===== src/rtl/uart_rxq_pkg.sv =====
package uart_rxq_pkg;

    localparam int CTRL_W = 6;

    typedef struct packed {
        logic halt;
        logic run;
        logic circ;
        logic cont;
        logic match_en;
        logic q_en;
    } rxq_ctrl_t;

    typedef enum logic [2:0] {
        SEL_SIZE  = 3'd0,
        SEL_ADDR  = 3'd1,
        SEL_MATCH = 3'd2,
        SEL_CTRL  = 3'd3,
        SEL_CLR   = 3'd4
    } rxq_sel_e;

    typedef struct packed {
        logic stop;
        logic flag;
        logic reload;
    } rxq_verdict_t;

    // Decide what a single write does to the queue state.
    function automatic rxq_verdict_t judge(rxq_ctrl_t c, logic hit, logic last);
        rxq_verdict_t v;
        logic term;
        term     = c.match_en & hit;
        v.stop   = term | (last & ~c.circ & ~c.cont);
        v.flag   = term | last;
        v.reload = last & c.circ & ~term;
        return v;
    endfunction

endpackage


===== src/rtl/rxq_pend.sv =====
module rxq_pend #(
    parameter int DW = 8
) (
    input  logic          clk,
    input  logic          rst,
    input  logic          rx_valid,
    input  logic [DW-1:0] rx_byte,
    input  logic          take,
    output logic          pend_v,
    output logic [DW-1:0] pend_data,
    output logic          ovr_evt
);

    assign ovr_evt = rx_valid & pend_v & ~take;

    always_ff @(posedge clk) begin
        if (rst) begin
            pend_v    <= 1'b0;
            pend_data <= '0;
        end else if (rx_valid && (!pend_v || take)) begin
            pend_v    <= 1'b1;
            pend_data <= rx_byte;
        end else if (take) begin
            pend_v    <= 1'b0;
        end
    end

    // the held byte survives an overrun
    AST_PEND_KEPT: assert property (@(posedge clk) disable iff (rst)
        ovr_evt |=> (pend_v && pend_data == $past(pend_data)));

endmodule


===== src/rtl/rxq_engine.sv =====
module rxq_engine
    import uart_rxq_pkg::*;
#(
    parameter int AW = 16,
    parameter int SW = 8,
    parameter int DW = 8
) (
    input  rxq_ctrl_t     ctrl,
    input  logic          ext_halt_n,
    input  logic          pend_v,
    input  logic [DW-1:0] pend_data,
    input  logic [DW-1:0] match_chr,
    input  logic [AW-1:0] addr,
    input  logic [SW-1:0] size,
    output logic          xfer,
    output rxq_verdict_t  verdict,
    output logic          mem_we,
    output logic [AW-1:0] mem_addr,
    output logic [DW-1:0] mem_wdata
);

    localparam logic [SW-1:0] ONE = SW'(1);

    logic go;
    logic hit;
    logic last;

    always_comb begin
        go        = ctrl.q_en & ctrl.run & ~ctrl.halt & ext_halt_n;
        xfer      = pend_v & go;
        hit       = (pend_data == match_chr);
        last      = (size == ONE);
        verdict   = judge(ctrl, hit, last);
        mem_we    = xfer;
        mem_addr  = addr;
        mem_wdata = pend_data;
    end

endmodule


===== src/rtl/rxq_regs.sv =====
module rxq_regs
    import uart_rxq_pkg::*;
#(
    parameter int AW = 16,
    parameter int SW = 8,
    parameter int DW = 8
) (
    input  logic          clk,
    input  logic          rst,
    input  logic          cfg_we,
    input  logic [2:0]    cfg_sel,
    input  logic [AW-1:0] cfg_wdata,
    input  logic          xfer,
    input  rxq_verdict_t  verdict,
    input  logic          ovr_evt,
    output rxq_ctrl_t     ctrl,
    output logic [AW-1:0] addr,
    output logic [SW-1:0] size,
    output logic [AW-1:0] addr_start,
    output logic [SW-1:0] size_init,
    output logic [DW-1:0] match_chr,
    output logic          rx_flag,
    output logic          ovr_flag
);

    logic wr_size, wr_addr, wr_match, wr_ctrl, wr_clr;

    always_comb begin
        wr_size  = cfg_we && (cfg_sel == SEL_SIZE);
        wr_addr  = cfg_we && (cfg_sel == SEL_ADDR);
        wr_match = cfg_we && (cfg_sel == SEL_MATCH);
        wr_ctrl  = cfg_we && (cfg_sel == SEL_CTRL);
        wr_clr   = cfg_we && (cfg_sel == SEL_CLR);
    end

    always_ff @(posedge clk) begin
        if (rst) begin
            addr       <= '0;
            addr_start <= '0;
            size       <= '0;
            size_init  <= '0;
            match_chr  <= '0;
            ctrl       <= '0;
            rx_flag    <= 1'b0;
            ovr_flag   <= 1'b0;
        end else begin
            if (wr_addr) begin
                addr       <= cfg_wdata;
                addr_start <= cfg_wdata;
            end else if (xfer) begin
                addr <= verdict.reload ? addr_start : addr + 1'b1;
            end

            if (wr_size) begin
                size      <= cfg_wdata[SW-1:0];
                size_init <= cfg_wdata[SW-1:0];
            end else if (xfer) begin
                size <= verdict.reload ? size_init : size - 1'b1;
            end

            if (wr_match)
                match_chr <= cfg_wdata[DW-1:0];

            if (wr_ctrl)
                ctrl <= rxq_ctrl_t'(cfg_wdata[CTRL_W-1:0]);
            else if (xfer && verdict.stop)
                ctrl.run <= 1'b0;

            if (xfer && verdict.flag)
                rx_flag <= 1'b1;
            else if (wr_clr && cfg_wdata[0])
                rx_flag <= 1'b0;

            if (ovr_evt)
                ovr_flag <= 1'b1;
            else if (wr_clr && cfg_wdata[1])
                ovr_flag <= 1'b0;
        end
    end

    // overrun flag is sticky until software clears it
    AST_OVR_STICKY: assert property (@(posedge clk) disable iff (rst)
        (ovr_flag && !wr_clr) |=> ovr_flag);

    // a clear write with bit 0 set and no new event drops the flag
    AST_FLAG_CLEAR: assert property (@(posedge clk) disable iff (rst)
        (wr_clr && cfg_wdata[0] && !xfer) |=> !rx_flag);

endmodule


===== src/rtl/uart_rxq.sv =====
module uart_rxq
    import uart_rxq_pkg::*;
#(
    parameter int AW = 16,
    parameter int SW = 8,
    parameter int DW = 8
) (
    input  logic              clk,
    input  logic              rst,
    input  logic              rx_valid,
    input  logic [DW-1:0]     rx_byte,
    input  logic              ext_halt_n,
    input  logic              cfg_we,
    input  logic [2:0]        cfg_sel,
    input  logic [AW-1:0]     cfg_wdata,
    output logic              mem_we,
    output logic [AW-1:0]     mem_addr,
    output logic [DW-1:0]     mem_wdata,
    output logic [AW-1:0]     cur_addr,
    output logic [SW-1:0]     cur_size,
    output logic [CTRL_W-1:0] cur_ctrl,
    output logic              rx_flag,
    output logic              ovr_flag
);

    localparam logic [SW-1:0] SIZE_ONE = SW'(1);

    initial begin
        assert (AW >= SW && AW >= DW && AW >= CTRL_W)
            else $error("config data must hold every register field");
    end

    rxq_ctrl_t     ctrl;
    rxq_verdict_t  verdict;
    logic          xfer;
    logic          pend_v;
    logic          ovr_evt;
    logic [DW-1:0] pend_data;
    logic [DW-1:0] match_chr;
    logic [AW-1:0] addr_start;
    logic [SW-1:0] size_init;

    rxq_pend #(.DW(DW)) u_pend (
        .clk       (clk),
        .rst       (rst),
        .rx_valid  (rx_valid),
        .rx_byte   (rx_byte),
        .take      (xfer),
        .pend_v    (pend_v),
        .pend_data (pend_data),
        .ovr_evt   (ovr_evt)
    );

    rxq_engine #(.AW(AW), .SW(SW), .DW(DW)) u_engine (
        .ctrl       (ctrl),
        .ext_halt_n (ext_halt_n),
        .pend_v     (pend_v),
        .pend_data  (pend_data),
        .match_chr  (match_chr),
        .addr       (cur_addr),
        .size       (cur_size),
        .xfer       (xfer),
        .verdict    (verdict),
        .mem_we     (mem_we),
        .mem_addr   (mem_addr),
        .mem_wdata  (mem_wdata)
    );

    rxq_regs #(.AW(AW), .SW(SW), .DW(DW)) u_regs (
        .clk        (clk),
        .rst        (rst),
        .cfg_we     (cfg_we),
        .cfg_sel    (cfg_sel),
        .cfg_wdata  (cfg_wdata),
        .xfer       (xfer),
        .verdict    (verdict),
        .ovr_evt    (ovr_evt),
        .ctrl       (ctrl),
        .addr       (cur_addr),
        .size       (cur_size),
        .addr_start (addr_start),
        .size_init  (size_init),
        .match_chr  (match_chr),
        .rx_flag    (rx_flag),
        .ovr_flag   (ovr_flag)
    );

    assign cur_ctrl = ctrl;

    logic cfg_quiet;
    logic hit_now;
    assign cfg_quiet = !cfg_we;
    assign hit_now   = ctrl.match_en && (mem_wdata == match_chr);

    // an ordinary write steps the address by one
    AST_ADDR_STEP: assert property (@(posedge clk) disable iff (rst)
        (mem_we && cfg_quiet && !(ctrl.circ && cur_size == SIZE_ONE))
        |=> cur_addr == AW'($past(cur_addr) + 1'b1));

    // a terminator match halts the queue and raises the flag
    AST_MATCH_STOPS: assert property (@(posedge clk) disable iff (rst)
        (mem_we && hit_now && cfg_quiet) |=> (!ctrl.run && rx_flag));

    // linear buffer stops at its end
    AST_LINEAR_STOP: assert property (@(posedge clk) disable iff (rst)
        (mem_we && cur_size == SIZE_ONE && !ctrl.cont && !ctrl.circ && cfg_quiet)
        |=> (!ctrl.run && rx_flag));

    // continue policy keeps running past the end
    AST_CONT_RUNS: assert property (@(posedge clk) disable iff (rst)
        (mem_we && ctrl.cont && !ctrl.circ && !hit_now && cfg_quiet) |=> ctrl.run);

    // circular policy reloads the count at its end
    AST_CIRC_RELOAD: assert property (@(posedge clk) disable iff (rst)
        (mem_we && ctrl.circ && cur_size == SIZE_ONE && !hit_now && cfg_quiet)
        |=> (cur_size == size_init && cur_addr == addr_start && rx_flag));

    // no write while either halt is active
    AST_HALT_BLOCKS: assert property (@(posedge clk) disable iff (rst)
        (ctrl.halt || !ext_halt_n) |-> !mem_we);

    // disabled queue never writes
    AST_QEN_BLOCKS: assert property (@(posedge clk) disable iff (rst)
        !ctrl.q_en |-> !mem_we);

endmodule


===== config.mk =====
export PLATFORM = sky130hd
export DESIGN_NAME = uart_rxq
export DESIGN_NICKNAME = d
export VERILOG_FILES = /design/src/rtl/uart_rxq_pkg.sv /design/src/rtl/rxq_pend.sv /design/src/rtl/rxq_engine.sv /design/src/rtl/rxq_regs.sv /design/src/rtl/uart_rxq.sv
export SDC_FILE = /design/constraint.sdc
export NUM_CORES = 1
export LEC_CHECK = 0
export BUFFER_PORTS_ARGS = -buffer_cell sky130_fd_sc_hd__buf_2
export CORE_MARGIN = 2
export CORE_UTILIZATION = 45
export DETAILED_ROUTE_END_ITERATION = 7
export GPL_TIMING_DRIVEN = 0
export PLACE_DENSITY = 0.69
export SYNTH_ARGS = -nofsm -noshare
export SYNTH_HDL_FRONTEND = slang
export SYNTH_SLANG_ARGS = --single-unit

===== constraint.sdc =====
create_clock -name clk -period 3.18 [get_ports clk]
set_clock_uncertainty 0.1 [all_clocks]
set_input_delay 0.159 -clock clk [delete_from_list [all_inputs] [get_ports clk]]
set_output_delay 0.159 -clock clk [all_outputs]
set_load 0.05 [all_outputs]

==> flow_summary.html, run 1 <==
<table>
<tr><th>Metric</th><th>Value</th></tr>
<tr><th colspan="2">Setup path</th></tr>
<tr><td>Slowest cell on the critical path</td><td>sky130_fd_sc_hd__or4_4</td></tr>
<tr><td>Critical path startpoint category</td><td>flop</td></tr>
<tr><td>Critical-path cell list</td><td>or4_4 &gt; nor4b_4 &gt; nand2_2 &gt; or2_0 &gt; buf_2 &gt; buf_6 &gt; mux2i_1 &gt; a2111oi_0</td></tr>
<tr><td>R2R Path Start</td><td>u_regs.size[2]</td></tr>
<tr><td>Worst setup path class</td><td>flop to flop</td></tr>
<tr><td>Length in cells of the worst reg-to-reg path</td><td>8</td></tr>
<tr><td>Critical path depth</td><td>8</td></tr>
<tr><td>Worst path top cell family by delay</td><td>simple AND/OR/NAND/NOR gates</td></tr>
<tr><td>Required time reported for the critical path endpoint</td><td>approximately 3.3 ns</td></tr>
<tr><td>Setup slack on the worst flop-to-flop path</td><td>roughly 0.39 ns</td></tr>
<tr><td>Worst path buffer plus inverter count</td><td>2</td></tr>
<tr><td>Terminus of the critical flop-to-flop path</td><td>u_regs.addr[15]</td></tr>
<tr><td>Arrival time of the worst setup path</td><td>just under 3 ns</td></tr>
<tr><td>Capturing element type of the critical path</td><td>flop</td></tr>
<tr><td>Worst path max stage delay</td><td>~0.59 ns</td></tr>
<tr><td>Largest fanout on the critical path</td><td>10</td></tr>
<tr><th colspan="2">Drt</th></tr>
<tr><td>Initial drt markers</td><td>around 220</td></tr>
<tr><td>Total Routed Length</td><td>11000 um</td></tr>
<tr><td>Routed wirelength normalized by instance count</td><td>approximately 16 um</td></tr>
<tr><td>Length of routed met2 wiring</td><td>~5200 um</td></tr>
<tr><td>Routed metal-1 wire length</td><td>4800 um</td></tr>
<tr><td>Post-route DRC violation count</td><td>0</td></tr>
<tr><td>Mean number of vias per cell</td><td>approximately 5.4</td></tr>
<tr><td>Vias after detailed routing</td><td>roughly 3700</td></tr>
<tr><td>Highest layer used for signal routing</td><td>met4</td></tr>
<tr><td>Antenna Nets Post-Route</td><td>0</td></tr>
<tr><td>Pre-antenna DRT Iters</td><td>5</td></tr>
<tr><td>Wire length on met3</td><td>about 630 um</td></tr>
<tr><th colspan="2">Pwr</th></tr>
<tr><td>Net switching fraction of the power</td><td>0.285</td></tr>
<tr><td>Combinational cell fraction of total power</td><td>0.157</td></tr>
<tr><td>Switching power</td><td>around 610 uW</td></tr>
<tr><td>Internal Power</td><td>about 1.5 mW</td></tr>
<tr><td>Clock network fraction of total power</td><td>0.383</td></tr>
<tr><td>Power per cell area</td><td>455 nW/um^2</td></tr>
<tr><td>Static power due to leakage</td><td>~2.0 nW</td></tr>
<tr><td>Sequential fraction of design power</td><td>0.459</td></tr>
<tr><td>Max IR drop VDD</td><td>between 0.2 and 0.25 mV</td></tr>
<tr><th colspan="2">Synth</th></tr>
<tr><td>Seq/Total Area, Yosys</td><td>0.396</td></tr>
<tr><td>Post-synth cell types</td><td>48</td></tr>
<tr><td>Syn Nets</td><td>about 500</td></tr>
<tr><td>Number of instances in the synthesized netlist</td><td>between 400 and 500</td></tr>
<tr><td>Synth warnings</td><td>0</td></tr>
<tr><td>Proportion of register bits with asynchronous set or reset after synthesis</td><td>0</td></tr>
<tr><td>Combined area of all synthesized cells</td><td>roughly 3700 um^2</td></tr>
<tr><td>Post-synth top area share</td><td>0.396</td></tr>
<tr><td>Number of enable flip-flop cells after synthesis</td><td>0</td></tr>
<tr><td>Most area-consuming cells after synthesis</td><td>sky130_fd_sc_hd__dfxtp_1 40%, sky130_fd_sc_hd__nand2_1 8.4%, sky130_fd_sc_hd__a21oi_1 5.6%</td></tr>
<tr><td>Post-synth top area cell</td><td>sky130_fd_sc_hd__dfxtp_1</td></tr>
<tr><td>Post-synthesis register bit count</td><td>between 70 and 80</td></tr>
<tr><td>Most common flop cell mapped by yosys</td><td>sky130_fd_sc_hd__dfxtp_1</td></tr>
<tr><td>Mean Syn Cell Area</td><td>8.04 um^2</td></tr>
<tr><th colspan="2">Layout</th></tr>
<tr><td>Final Net Count</td><td>between 600 and 700</td></tr>
<tr><td>Top library cells by usage in the layout, fill and taps aside</td><td>90 x sky130_fd_sc_hd__buf_2, 83 x sky130_fd_sc_hd__nand2_1, 73 x sky130_fd_sc_hd__dfxtp_1</td></tr>
<tr><td>Final Core Density</td><td>0.579</td></tr>
<tr><td>Layout cells sized above 1</td><td>0.223</td></tr>
<tr><td>Commonest non-fill, non-tap cell in the layout</td><td>sky130_fd_sc_hd__buf_2</td></tr>
<tr><td>Synthesis-to-layout area growth</td><td>26.9%</td></tr>
<tr><td>Ant diodes</td><td>0</td></tr>
<tr><th colspan="2">Clock tree</th></tr>
<tr><td>Clock buffers created by TritonCTS</td><td>9</td></tr>
<tr><td>Buffers from clock root to sink, at most</td><td>2</td></tr>
<tr><td>Setup bufs post-CTS</td><td>0</td></tr>
<tr><td>Clk_lat worst skew</td><td>roughly 0.35 ns</td></tr>
<tr><td>Total of hold buffers inserted after clock tree synthesis</td><td>20</td></tr>
<tr><td>Cell at the root of the clock tree</td><td>sky130_fd_sc_hd__clkbuf_8</td></tr>
<tr><td>Clock sinks</td><td>between 70 and 80</td></tr>
<tr><td>Resize count post-CTS</td><td>0</td></tr>
<tr><td>Clock transition at the registers of the reported paths</td><td>around 0.080 ns</td></tr>
<tr><td>Htree depth</td><td>3</td></tr>
<tr><td>TritonCTS clock tree</td><td>built</td></tr>
<tr><th colspan="2">Floorplan</th></tr>
<tr><td>Core ar.</td><td>around 8100 um^2</td></tr>
<tr><td>Chip width</td><td>94.6 um</td></tr>
<tr><td>I/O Pins</td><td>slightly below 90</td></tr>
<tr><td>Number of cell rows</td><td>33</td></tr>
<tr><td>Die outline area</td><td>8940 um^2</td></tr>
<tr><td>Initial core utilization</td><td>0.456</td></tr>
<tr><td>Die extent in y</td><td>~95 um</td></tr>
<tr><th colspan="2">STA</th></tr>
<tr><td>Slew Limit Fails</td><td>0</td></tr>
<tr><td>RSZ-0062 raised after global routing</td><td>false</td></tr>
<tr><td>Worst-margin pin slew</td><td>approximately 1.2 ns</td></tr>
<tr><td>FMAX</td><td>approximately 0.36 GHz</td></tr>
<tr><td>Final number of hold-violating endpoints</td><td>0</td></tr>
<tr><td>Max_slew headroom</td><td>0.197</td></tr>
<tr><td>Final worst path period need</td><td>approximately 2.8 ns</td></tr>
<tr><td>Sum Neg Setup Slack</td><td>0 ns</td></tr>
<tr><td>Total setup violations reported at the end of the flow</td><td>0</td></tr>
<tr><td>Post-route clock period utilization</td><td>0.876</td></tr>
<tr><th colspan="2">Global route</th></tr>
<tr><td>Total global-route track usage</td><td>0.257</td></tr>
<tr><td>Total grt overflow</td><td>0</td></tr>
<tr><td>Pin count of the biggest net entering global routing</td><td>13</td></tr>
<tr><td>Vias in the first global route</td><td>3470</td></tr>
<tr><td>Number of antenna violations at the first check in global routing</td><td>0</td></tr>
<tr><td>Wire length of the first global-routing pass</td><td>around 18000 um</td></tr>
<tr><th colspan="2">Status</th></tr>
<tr><td>Status</td><td>completed</td></tr>
<tr><th colspan="2">Worst hold path</th></tr>
<tr><td>Launch point of the worst hold path</td><td>cfg_wdata[0]</td></tr>
<tr><td>Hold-critical path depth</td><td>3</td></tr>
<tr><td>End of the worst hold path</td><td>u_regs.ctrl[0]</td></tr>
<tr><td>Worst min path class</td><td>input port to flop</td></tr>
<tr><th colspan="2">Placed design</th></tr>
<tr><td>Port Buffers</td><td>~90</td></tr>
<tr><td>Placer congestion estimate</td><td>between 0.8 and 0.9</td></tr>
<tr><td>HPWL Detailed</td><td>7660 um</td></tr>
<tr><th colspan="2">Job</th></tr>
<tr><td>Count of maximum capacitance violations</td><td>0</td></tr>
</table>
==> flip-flops by register name, summed over array words and instances (netlist names) <==
name and flops:
u_regs.addr 16, u_regs.addr_start 16, u_pend.pend_data 8, u_regs.match_chr 8, u_regs.size 8, u_regs.size_init 8
u_regs.ctrl 6, u_pend.pend_v 1, u_regs.ovr_flag 1, u_regs.rx_flag 1
==> how the worst max path moves through the flow <==
stage / startpoint / to / slack [ns]
floorplan: u_regs.size[2] / u_regs.addr[15] / 0.47
global placement: u_regs.size[2] / u_regs.addr[15] / 0.47
detailed placement: u_regs.size[2] / u_regs.addr[15] / 0.40
CTS: u_regs.size[2] / u_regs.addr[15] / 0.39
global route: u_regs.size[2] / u_regs.addr[15] / 0.28
finish: u_regs.size[2] / u_regs.addr[15] / 0.39
==> cell usage after synthesis, drive strengths merged, types with 4 or more instances <==
cell type and instances:
nand2 84, dfxtp 73, nor2 42, a21oi 41, buf 23, mux2i 20
clkbuf 19, o21ai 19, xnor2 17, nor3 15, nand3 13, a21boi 9
o211ai 9, o22ai 9, xor2 9, a2111oi 6, inv 6, o211a 4
==> cell families (layout without fill, tap and decap cells) <==
kind of cell / Yosys count / count (layout) / share of synthesized area
flip-flops: 73 / 73 / 0.396
buffers and inverters: 49 / 173 / 0.0709
multiplexers: 20 / 20 / 0.0543
XOR/XNOR: 26 / 26 / 0.0617
adder cells (fa/ha/maj): 3 / 3 / 0.0102
AND/OR/NAND/NOR: 178 / 178 / 0.217
AO/OA/AOI/OAI: 110 / 110 / 0.190
==> stage by stage <==
stage	setup slack, ns	cell area, um^2	power (mW)	cells	hold WS, ns
2_1_floorplan	0.471	3690	1.22	459	0.149
3_3_place_gp	0.475	4260	1.31	652	0.289
4_1_cts	0.391	4680	2.14	688	0.000590
6_report	0.393	4680	2.13	688	0.0173
3_5_place_dp	0.401	4260	1.31	652	0.302
5_1_grt	0.281	4680	2.21	688	0.0123
==> per-layer routing <==
metal  GRT usage  vias up
li1            -     1837
met1       0.328     1729
met2       0.425      127
met3      0.0415       22
met4       0.118        0
met5           0        -
==> power groups by stage <==
stage | clock, mW | combinational (mW) | sequential, mW
final | 0.817 | 0.335 | 0.979
after global routing | 0.866 | 0.359 | 0.984
after CTS | 0.825 | 0.333 | 0.978
after detailed placement | 0 | 0.314 | 0.999
after global placement | 0 | 0.310 | 0.998
after floorplan | 0 | 0.154 | 1.06
==> area by class of cell <==
cell class              count  area [um^2]
plain buffers              42          235
clock buffers              11          141
clock inverters             5         78.8
fillers                   772         3410
inverters                   7         26.3
multi-input cells         337         1970
flip-flops and latches     73         1460
well taps                 105          131
repair buffers            108          641
==> worst register-to-register path: stages (launching register included) <==
cell and delay, ns:
sky130_fd_sc_hd__dfxtp_1 0.37, sky130_fd_sc_hd__or4_4 0.59, sky130_fd_sc_hd__nor4b_4 0.34, sky130_fd_sc_hd__nand2_2 0.22, sky130_fd_sc_hd__or2_0 0.23, sky130_fd_sc_hd__buf_2 0.15
sky130_fd_sc_hd__buf_6 0.15, sky130_fd_sc_hd__mux2i_1 0.12, sky130_fd_sc_hd__a2111oi_0 0.40
Power figures use the tool's default switching activity.
==> run 2: changes to the inputs <==
==> constraint.sdc (replaced) <==
create_clock -name clk -period 3.3 [get_ports clk]
set_clock_uncertainty 0.1 [all_clocks]
set_input_delay 0.165 -clock clk [delete_from_list [all_inputs] [get_ports clk]]
set_output_delay 0.165 -clock clk [all_outputs]
set_load 0.05 [all_outputs]
==> flow_summary.html, run 2 (synthesized netlist as in run 1, its figures left out) <==
<table>
<tr><th>Metric</th><th>Value</th></tr>
<tr><th colspan="2">Status</th></tr>
<tr><td>Status</td><td>completed</td></tr>
<tr><th colspan="2">STA</th></tr>
<tr><td>Sum Neg Setup Slack</td><td>0 ns (unchanged)</td></tr>
<tr><td>Worst-margin pin slew</td><td>1.15 ns (-0.0473 ns)</td></tr>
<tr><td>Final number of hold-violating endpoints</td><td>0 (unchanged)</td></tr>
<tr><td>Total setup violations reported at the end of the flow</td><td>0 (unchanged)</td></tr>
<tr><td>RSZ-0062 raised after global routing</td><td>false</td></tr>
<tr><td>Max_slew headroom</td><td>0.229 (+0.0318)</td></tr>
<tr><td>Final worst path period need</td><td>2.79 ns (+0.00659 ns)</td></tr>
<tr><td>FMAX</td><td>0.358 GHz (-0.24%)</td></tr>
<tr><td>Post-route clock period utilization</td><td>0.846 (-0.0299)</td></tr>
<tr><td>Slew Limit Fails</td><td>0 (unchanged)</td></tr>
<tr><th colspan="2">Global route</th></tr>
<tr><td>Met3 demand-to-capacity share in global routing</td><td>0.0415 (unchanged)</td></tr>
<tr><td>Number of antenna violations at the first check in global routing</td><td>0 (unchanged)</td></tr>
<tr><td>GRT met1 Usage</td><td>0.328 (unchanged)</td></tr>
<tr><td>Total global-route track usage</td><td>0.253 (-0.00319)</td></tr>
<tr><td>Global routing usage on met2</td><td>0.418 (-0.00714)</td></tr>
<tr><td>Total grt overflow</td><td>0 (unchanged)</td></tr>
<tr><td>GR peak layer</td><td>met2</td></tr>
<tr><td>Pin count of the biggest net entering global routing</td><td>13 (unchanged)</td></tr>
<tr><td>Vias in the first global route</td><td>3409 (-1.8%)</td></tr>
<tr><td>Wire length of the first global-routing pass</td><td>17500 um (-1.2%)</td></tr>
<tr><th colspan="2">Layout</th></tr>
<tr><td>Synthesis-to-layout area growth</td><td>25.8%</td></tr>
<tr><td>Final Core Density</td><td>0.574 (-0.00495)</td></tr>
<tr><td>Filler Cells Inserted</td><td>777 (+0.65%)</td></tr>
<tr><td>Final Net Count</td><td>609 (-0.65%)</td></tr>
<tr><td>Top library cells by usage in the layout, fill and taps aside</td><td>90 x sky130_fd_sc_hd__buf_2, 83 x sky130_fd_sc_hd__nand2_1, 73 x sky130_fd_sc_hd__dfxtp_1</td></tr>
<tr><td>Ant diodes</td><td>0 (unchanged)</td></tr>
<tr><td>Commonest non-fill, non-tap cell in the layout</td><td>sky130_fd_sc_hd__buf_2</td></tr>
<tr><td>Layout cells sized above 1</td><td>0.225 (+0.00154)</td></tr>
<tr><td>Registers with the most flip-flops</td><td>u_regs.addr (16), u_regs.addr_start (16)</td></tr>
<tr><th colspan="2">Floorplan</th></tr>
<tr><td>Die extent in y</td><td>94.6 um (unchanged)</td></tr>
<tr><td>Initial core utilization</td><td>0.456 (unchanged)</td></tr>
<tr><td>Number of cell rows</td><td>33 (unchanged)</td></tr>
<tr><td>Chip width</td><td>94.6 um (unchanged)</td></tr>
<tr><td>I/O Pins</td><td>89 (unchanged)</td></tr>
<tr><td>Die outline area</td><td>8940 um^2 (unchanged)</td></tr>
<tr><td>Core ar.</td><td>8090 um^2 (unchanged)</td></tr>
<tr><th colspan="2">Job</th></tr>
<tr><td>Count of maximum capacitance violations</td><td>0 (unchanged)</td></tr>
<tr><th colspan="2">Drt</th></tr>
<tr><td>Total Routed Length</td><td>10800 um (-1.2%)</td></tr>
<tr><td>Pre-antenna DRT Iters</td><td>4 (-1)</td></tr>
<tr><td>Antenna Nets Post-Route</td><td>0 (unchanged)</td></tr>
<tr><td>Routed wirelength normalized by instance count</td><td>15.8 um (-0.67%)</td></tr>
<tr><td>Mean number of vias per cell</td><td>5.38 (-0.39%)</td></tr>
<tr><td>Post-route DRC violation count</td><td>0 (unchanged)</td></tr>
<tr><td>Initial drt markers</td><td>238 (+7.7%)</td></tr>
<tr><td>Vias after detailed routing</td><td>3679 (-0.97%)</td></tr>
<tr><th colspan="2">Clock tree</th></tr>
<tr><td>Htree depth</td><td>3 (unchanged)</td></tr>
<tr><td>Setup bufs post-CTS</td><td>0 (unchanged)</td></tr>
<tr><td>Cell at the root of the clock tree</td><td>sky130_fd_sc_hd__clkbuf_8</td></tr>
<tr><td>TritonCTS clock tree</td><td>built</td></tr>
<tr><td>Clock sinks</td><td>73 (unchanged)</td></tr>
<tr><td>Total of hold buffers inserted after clock tree synthesis</td><td>16 (-20%)</td></tr>
<tr><td>Clock transition at the registers of the reported paths</td><td>0.08 ns (about the same)</td></tr>
<tr><td>Clk_lat worst skew</td><td>0.36 ns (about the same)</td></tr>
<tr><td>Clock buffers created by TritonCTS</td><td>9 (unchanged)</td></tr>
<tr><td>Buffers from clock root to sink, at most</td><td>2 (unchanged)</td></tr>
<tr><td>Resize count post-CTS</td><td>0 (unchanged)</td></tr>
<tr><th colspan="2">Setup path</th></tr>
<tr><td>Slowest cell on the critical path</td><td>sky130_fd_sc_hd__or4_4</td></tr>
<tr><td>Critical-path cell list</td><td>or4_4 &gt; nor4b_4 &gt; nand2_2 &gt; or2_0 &gt; buf_2 &gt; buf_6 &gt; mux2i_1 &gt; a2111oi_0</td></tr>
<tr><td>Arrival time of the worst setup path</td><td>2.92 ns (about the same)</td></tr>
<tr><td>Required time reported for the critical path endpoint</td><td>3.43 ns (+0.12 ns)</td></tr>
<tr><td>Worst path max stage delay</td><td>0.59 ns (about the same)</td></tr>
<tr><td>Length in cells of the worst reg-to-reg path</td><td>8 (unchanged)</td></tr>
<tr><td>Worst setup path class</td><td>flop to flop</td></tr>
<tr><td>R2R Path Start</td><td>u_regs.size[2]</td></tr>
<tr><td>Largest fanout on the critical path</td><td>10 (unchanged)</td></tr>
<tr><td>Terminus of the critical flop-to-flop path</td><td>u_regs.addr[15]</td></tr>
<tr><td>Capturing element type of the critical path</td><td>flop</td></tr>
<tr><td>Setup slack on the worst flop-to-flop path</td><td>0.51 ns (+0.11 ns)</td></tr>
<tr><td>Critical Path Start</td><td>u_regs.size[2]</td></tr>
<tr><td>End of the critical path</td><td>u_regs.addr[15]</td></tr>
<tr><td>Critical path startpoint category</td><td>flop</td></tr>
<tr><th colspan="2">Placed design</th></tr>
<tr><td>Placer congestion estimate</td><td>0.870 (unchanged)</td></tr>
<tr><td>HPWL Detailed</td><td>7660 um (unchanged)</td></tr>
<tr><td>Port Buffers</td><td>88 (unchanged)</td></tr>
<tr><th colspan="2">Pwr</th></tr>
<tr><td>Max IR drop VDD</td><td>0.227 mV (-5.3%)</td></tr>
<tr><td>Post-layout total power</td><td>2.05 mW (-3.8%)</td></tr>
<tr><td>Power per cell area</td><td>442 nW/um^2 (-2.9%)</td></tr>
<tr><td>Static power due to leakage</td><td>1.96 nW (-0.84%)</td></tr>
<tr><th colspan="2">Worst hold path</th></tr>
<tr><td>Worst min path class</td><td>input port to flop</td></tr>
</table>
==> run 2: per-layer routing <==
layer / up-vias / wire length [um]
li1: 1821 / -
met3: 22 / 625
met1: 1706 / 4770
met2: 130 / 5160
met4: 0 / 265
met5: - / 0
==> run 2: through the flow <==
stage	std cells	cell area, um^2	hold WS [ns]	setup WS (ns)
CTS	684	4640	0.00295	0.511
global route	684	4640	0.0113	0.401
finish	684	4640	0.00537	0.507
detailed placement	652	4260	0.308	0.521
floorplan	459	3690	0.155	0.591
global placement	652	4260	0.295	0.595
==> run 2: where the power goes <==
group          switching, mW  internal, mW  total [mW]
registers             0.0334         0.909       0.943
logic                  0.209         0.110       0.319
clock network          0.344         0.445       0.789
==> run 2: worst max-delay path, delay by kind of cell (launching register included) <==
| kind | cells | cell delay, ns |
|---|---|---|
| flops | 1 | 0.37 |
| simple gates | 4 | 1.38 |
| mux | 1 | 0.12 |
| buf+inv | 2 | 0.30 |
| compound gates | 1 | 0.40 |
==> run 2: how the worst min path moves through the flow <==
| stage | startpoint | to | slack [ns] | cells past startpoint |
|---|---|---|---|---|
| final | cfg_wdata[7] | u_regs.size_init[7] | 0.005 | 3 |
| after global routing | cfg_wdata[7] | u_regs.size_init[7] | 0.01 | 3 |
| after CTS | cfg_wdata[11] | u_regs.addr_start[11] | 0.003 | 3 |
| after detailed placement | rx_byte[2] | u_pend.pend_data[2] | 0.31 | 3 |
| after global placement | rx_byte[6] | u_pend.pend_data[6] | 0.30 | 3 |
| after floorplan | rst | u_regs.addr[5] | 0.15 | 1 |
==> run 2: layout make-up <==
type | instances | area, um^2 | area share
buffer | 42 | 235 | 0.0507
clock buffer | 11 | 141 | 0.0305
clock inverter | 5 | 78.8 | 0.0170
inverter | 7 | 26.3 | 0.00566
multi-input combinational | 337 | 1970 | 0.424
sequential | 73 | 1460 | 0.315
tap | 105 | 131 | 0.0283
timing repair buffer | 104 | 601 | 0.129
